$ cat src/rtl/tdm_sched_pkg.sv
package tdm_sched_pkg;
  function automatic int ceil_div(input int a, input int b);
    return (a + b - 1) / b;
  endfunction

  function automatic int width_of(input int n);
    return (n > 1) ? $clog2(n) : 1;
  endfunction
endpackage

$ cat src/rtl/tdm_slot_ctrl.sv
module tdm_slot_ctrl #(
  parameter int TDM   = 3,
  parameter int SLOTW = 2
) (
  input  logic             clk,
  input  logic             rst_n,
  input  logic             strobe,
  output logic             accept,
  output logic             busy_d,
  output logic [SLOTW-1:0] slot_d,
  output logic             overrun
);
  localparam logic [SLOTW-1:0] LAST = SLOTW'(TDM - 1);

  logic             busy_q;
  logic [SLOTW-1:0] slot_q;
  logic             clash;
  logic             ovr_d;
  logic             ovr_q;

  // a strobe is taken when idle or when the final slot is on the outputs
  assign accept = strobe && (!busy_q || slot_q == LAST);
  assign clash  = strobe && !accept;

  always_comb begin
    busy_d = busy_q;
    slot_d = slot_q;
    if (accept) begin
      busy_d = 1'b1;
      slot_d = '0;
    end else if (busy_q) begin
      if (slot_q == LAST) busy_d = 1'b0;
      else                slot_d = slot_q + 1'b1;
    end
    ovr_d = ovr_q | clash;
  end

  always_ff @(posedge clk or negedge rst_n) begin
    if (!rst_n) begin
      busy_q <= 1'b0;
      slot_q <= '0;
      ovr_q  <= 1'b0;
    end else begin
      busy_q <= busy_d;
      slot_q <= slot_d;
      ovr_q  <= ovr_d;
    end
  end

  assign overrun = ovr_q;

  a_r6_restart_slot0: assert property (@(posedge clk) disable iff (!rst_n)
    accept |=> (busy_q && slot_q == '0));
  a_r7_flag_on_clash: assert property (@(posedge clk) disable iff (!rst_n)
    clash |=> overrun);
  a_r7_flag_sticky: assert property (@(posedge clk) disable iff (!rst_n)
    overrun |=> overrun);
  a_r5_slot_in_range: assert property (@(posedge clk) disable iff (!rst_n)
    busy_q |-> ({1'b0, slot_q} < (SLOTW+1)'(TDM)));
endmodule

$ cat src/rtl/tdm_sample_hold.sv
module tdm_sample_hold #(
  parameter int BITS = 16
) (
  input  logic            clk,
  input  logic            rst_n,
  input  logic            load,
  input  logic [BITS-1:0] din,
  output logic [BITS-1:0] hold_d,
  output logic [BITS-1:0] hold_q
);
  always_comb begin
    hold_d = hold_q;
    if (load) hold_d = din;
  end

  always_ff @(posedge clk or negedge rst_n) begin
    if (!rst_n) hold_q <= '0;
    else        hold_q <= hold_d;
  end

  a_r7_hold_without_load: assert property (@(posedge clk) disable iff (!rst_n)
    !load |=> $stable(hold_q));
endmodule

$ cat src/rtl/tdm_wire_mux.sv
module tdm_wire_mux #(
  parameter int NUM_CH = 4,
  parameter int SW     = 8,
  parameter int NWIRE  = 2,
  parameter int CPW    = 2,
  parameter int SLOTW  = 2
) (
  input  logic [NUM_CH*SW-1:0] samples,
  input  logic [SLOTW-1:0]     slot,
  output logic [NWIRE*SW-1:0]  wires
);
  localparam int POS = NWIRE * CPW;

  // zero-padded copy so that positions past the last channel read as zero
  logic [POS*SW-1:0] padded;

  always_comb begin
    padded = '0;
    padded[NUM_CH*SW-1:0] = samples;
  end

  for (genvar w = 0; w < NWIRE; w++) begin : g_wire
    logic [SW-1:0] pick;
    always_comb begin
      pick = '0;
      for (int k = 0; k < CPW; k++) begin
        if (slot == SLOTW'(k)) pick = padded[(w*CPW + k)*SW +: SW];
      end
    end
    assign wires[w*SW +: SW] = pick;
  end
endmodule

$ cat src/rtl/tdm_sched.sv
module tdm_sched
  import tdm_sched_pkg::*;
#(
  parameter int NUM_CH = 4,
  parameter int TDM    = 3,
  parameter int SW     = 8,
  localparam int NWIRE = ceil_div(NUM_CH, TDM),
  localparam int CPW   = ceil_div(NUM_CH, NWIRE),
  localparam int IDXW  = width_of(CPW)
) (
  input  logic                 clk,
  input  logic                 rst_n,
  input  logic                 in_strobe,
  input  logic [NUM_CH*SW-1:0] in_data,
  output logic                 out_valid,
  output logic [IDXW-1:0]      out_idx,
  output logic [NWIRE*SW-1:0]  out_data,
  output logic                 overrun
);
  localparam int SLOTW = width_of(TDM);
  localparam logic [SLOTW:0] CPW_W = (SLOTW+1)'(CPW);

  logic                 accept;
  logic                 busy_d;
  logic [SLOTW-1:0]     slot_d;
  logic [NUM_CH*SW-1:0] hold_d;
  logic [NUM_CH*SW-1:0] hold_q;
  logic [NWIRE*SW-1:0]  mux_out;
  logic                 live_d;
  logic                 valid_q;
  logic [IDXW-1:0]      idx_q;
  logic [NWIRE*SW-1:0]  data_q;

  tdm_slot_ctrl #(.TDM(TDM), .SLOTW(SLOTW)) u_ctrl (
    .clk     (clk),
    .rst_n   (rst_n),
    .strobe  (in_strobe),
    .accept  (accept),
    .busy_d  (busy_d),
    .slot_d  (slot_d),
    .overrun (overrun)
  );

  tdm_sample_hold #(.BITS(NUM_CH*SW)) u_hold (
    .clk    (clk),
    .rst_n  (rst_n),
    .load   (accept),
    .din    (in_data),
    .hold_d (hold_d),
    .hold_q (hold_q)
  );

  tdm_wire_mux #(
    .NUM_CH (NUM_CH),
    .SW     (SW),
    .NWIRE  (NWIRE),
    .CPW    (CPW),
    .SLOTW  (SLOTW)
  ) u_mux (
    .samples (hold_d),
    .slot    (slot_d),
    .wires   (mux_out)
  );

  assign live_d = busy_d && ({1'b0, slot_d} < CPW_W);

  always_ff @(posedge clk or negedge rst_n) begin
    if (!rst_n) begin
      valid_q <= 1'b0;
      idx_q   <= '0;
      data_q  <= '0;
    end else begin
      valid_q <= live_d;
      idx_q   <= live_d ? IDXW'(slot_d) : '0;
      data_q  <= live_d ? mux_out : '0;
    end
  end

  assign out_valid = valid_q;
  assign out_idx   = idx_q;
  assign out_data  = data_q;

  a_r5_first_slot: assert property (@(posedge clk) disable iff (!rst_n)
    accept |=> (out_valid && out_idx == '0));
  a_r4_idle_quiet: assert property (@(posedge clk) disable iff (!rst_n)
    !out_valid |-> (out_idx == '0 && out_data == '0));
  a_r1_idx_bound: assert property (@(posedge clk) disable iff (!rst_n)
    out_valid |-> ({1'b0, out_idx} < (IDXW+1)'(CPW)));
  a_r1_idx_steps: assert property (@(posedge clk) disable iff (!rst_n)
    (out_valid && !accept && {1'b0, out_idx} < (IDXW+1)'(CPW - 1)) |=>
      (out_valid && out_idx == $past(out_idx) + 1'b1));
  a_r7_stable_data: assert property (@(posedge clk) disable iff (!rst_n)
    (in_strobe && !accept) |=> $stable(hold_q));
endmodule

$ cat config.mk
export PLATFORM = sky130hd
export DESIGN_NAME = tdm_sched
export DESIGN_NICKNAME = d
export VERILOG_FILES = /design/src/rtl/tdm_sched_pkg.sv /design/src/rtl/tdm_slot_ctrl.sv /design/src/rtl/tdm_sample_hold.sv /design/src/rtl/tdm_wire_mux.sv /design/src/rtl/tdm_sched.sv
export SDC_FILE = /design/constraint.sdc
export NUM_CORES = 1
export LEC_CHECK = 0
export BUFFER_PORTS_ARGS = -buffer_cell sky130_fd_sc_hd__buf_2
export CAP_MARGIN = 15
export CORE_MARGIN = 10
export CORE_UTILIZATION = 55
export CTS_CLUSTER_DIAMETER = 40
export DETAILED_ROUTE_END_ITERATION = 8
export PLACE_DENSITY = 0.82
export SYNTH_ARGS = -nofsm -noshare
export SYNTH_HDL_FRONTEND = slang
export SYNTH_SLANG_ARGS = --single-unit
$ cat constraint.sdc
create_clock -name clk -period 2.87 [get_ports clk]
set_input_delay 0.4305 -clock clk [delete_from_list [all_inputs] [get_ports clk]]
set_output_delay 0.4305 -clock clk [all_outputs]
set_load 0.01 [all_outputs]
==> reports/results.tsv <==
metric	value	unit
status	finished, final reports clean	
ys_ff_latch	54	
drt_iter0_markers	93	
cts_tree	done	
relSlewSlack	42.6	%
dpl.cell_count	229	
grt_antenna_before_repair	0	
crit_required	3.06	ns
grt_pass1_vias	1438	
timing.rr.end	out_data[15]	
tightest_slew	0.856	ns
avgViaCountPerCell	5.41	
ys_seq_area_share	59.1	%
synth_area	2290	sq um
seqPwrFrac	38.1	%
maxClockFrequency	529	MHz
cts_sinks	54	
start_kind	flip-flop	
crit_path_start	u_ctrl.slot_q[0]	
crit_path_end	out_data[15]	
drive_gt1_share	52.9	%
wl	4690	microns
hold_viol	0	
maxCapViolations	0	
yosysWarningCount	0	
cp_max_fo	33	
leakagePower	1.33	nW
p_per_area	1230	nW/um^2
grtUsageTotal	13.2	%
dpl_worst_slack	0.990	ns
num_vias	1283	
drt.antenna.violating_nets	0	
switching_power	1.10	mW
design.core.area	4000	sq um
die_w	84.5	microns
yosys.area.top_type	dfrtp_1	
chipHeight	84.5	microns
muxShareOfSynthArea	20.7	%
skew	0.00664	ns
die_area	7140	sq um
hp-class	primary input to asynchronous set/reset pin	
reg2reg_slack	0.98	ns
rows	23	
io_buffers	53	
synth_top_family_by_area	multiplexers	
dr.pass1.iters	4	
synth_cell_type_count	25	
syn_avg_cell_area	17.3	sq um
syn_to_final_growth	15.0	%
fin_nets	223	
n_antenna_cell	0	
synth.area.top_cells	dfrtp_1 (59%), mux2_4 (18%), a32o_1 (6.6%), buf_12 (2.6%), buf_6 (1.5%)	
grt_max_degree	34	
rsz0062_at_grt	false	
drv_slew	0	
synth_cells	132	
synth_xor_area_share	0	%
gr-total-overflow	0	
post_cts_resized	0	
clkPwrFrac	15.1	%
clock_latency	0.30	ns
finalWorstPathRequiredPeriod	1.89	ns
htreeDepth	2	
synthAdderAreaFrac	1.09	%
cts.clk_slew.worst_paths	0.09	ns
combPwrFrac	46.8	%
fin_ws	0.979	ns
grt_pass1_wl	7600	microns
yosys.area_share.simple	3.67	%
endpoint_kind	flip-flop	
synth_top_area_share	59.1	%
hpwl	3220	microns
cts_buffers	5	
ios	54	
cts_buffer_depth	2	
cts_hold_buf	0	
syn_nets	169	
cts_root_buf	clkbuf_8	
p_int	2.13	mW
fin_setup_tns	0	ns
setup_viol	0	
drc	0	
synth_compound_area_share	10.5	%
initial_core_util	57.2	%
crit_type	flip-flop to flip-flop	
rr_worst_depth	6	
r2r_start	u_ctrl.slot_q[0]	
fin_crit_sh	65.9	%
cp.arrival	2.08	ns
finalNonFillerCells	237	
p_sw_share	34.1	%
post_cts_buffers	0	
ir_worst_vdd	0.846	mV
routedWlPerCell	19.8	microns
routabilityCongestion	0.734	
-- final cells by class --
type | instances | area (sq um)
clock buffer | 6 | 72.6
fill | 302 | 1370
sequential | 54 | 1350
inverter | 3 | 11.3
clock inverter | 2 | 37.5
timing repair buffer | 54 | 273
multi-input combinational | 68 | 823
tap | 50 | 62.6
-- layout by cell type (no fill, tap or decap), types with 2 or more instances in the layout --
cell | Yosys | final
ha_1 | 2 | 2
mux2_2 | 3 | 3
a32o_1 | 15 | 15
mux2_4 | 28 | 28
mux2i_1 | 2 | 2
dfrtp_1 | 54 | 54
inv_1 | 3 | 3
clkbuf_8 | 0 | 5
buf_2 | 0 | 53
nand2_1 | 4 | 4
-- metrics by stage --
step / area, sq um / util, % / power (mW) / hold WS [ns]
2_1_floorplan: 2290 / - / 2.50 / 0.135
4_1_cts: 2630 / 65.8 / 3.27 / 0.143
6_report: 2630 / 65.8 / 3.23 / 0.142
5_1_grt: 2630 / 65.8 / 3.44 / 0.182
3_5_place_dp: 2520 / 63.0 / 2.76 / 0.447
3_3_place_gp: 2520 / 63.0 / 2.68 / 0.440
-- cells by family after synthesis --
family / after synthesis
compound gates: 22
fa+ha+maj: 2
buf+inv: 10
flops: 54
mux: 33
simple gates: 11
-- how the worst min path moves through the flow --
stage              startpoint  slack, ns  depth (start not counted)             end
2_1_floorplan           rst_n       0.13                          0     out_data[0]
3_3_place_gp   u_ctrl.overrun       0.44                          1  u_ctrl.overrun
3_5_place_dp   u_ctrl.overrun       0.45                          1  u_ctrl.overrun
4_1_cts                 rst_n       0.14                          1     out_data[8]
5_1_grt                 rst_n       0.18                          1     out_data[8]
6_report                rst_n       0.14                          1     out_data[8]
-- per-layer routing --
metal	share of wire [%]	track usage [%]	vias up
met5	0	0	-
met3	6.3	4.73	5
met4	0.81	3.14	0
met2	49	20.7	46
li1	-	-	592
met1	44	16.9	640
-- state kept, by name (all words and copies together), names as in the netlist --
name            cells
u_hold.hold_q      32
out_data           16
u_ctrl.slot_q       2
out_idx             1
out_valid           1
u_ctrl.busy_q       1
u_ctrl.overrun      1
-- synth_stat cells --
library cell   n
nand2_1        4
dfrtp_1       54
mux2i_1        2
buf_12         3
mux2_4        28
and2_1         1
buf_6          3
nand2_8        1
mux2_2         3
o31ai_4        1
a31o_2         1
o2bb2ai_4      1
nand3b_1       1
nand3_1        1
buf_4          1
or2b_1         1
nand2b_4       1
a21oi_1        1
a21o_1         1
and2b_2        1
o2bb2ai_2      1
inv_1          3
ha_1           2
o21ai_0        1
a32o_1        15
-- power by group through the flow --
stage          Combinational, mW  Clock [mW]  Sequential [mW]
6_report                    1.51       0.487             1.23
5_1_grt                     1.63       0.543             1.27
2_1_floorplan               1.23           0             1.27
3_3_place_gp                1.45           0             1.23
3_5_place_dp                1.51           0             1.25
4_1_cts                     1.53       0.507             1.24
-- critical path: stages, from the launching register on --
cell and delay, ns:
dfrtp_1 0.35, inv_1 0.06, ha_1 0.20, nand2b_4 0.20, nand2_8 0.31, mux2_2 0.39, a32o_1 0.25
(Power assumes the default switching activity.)
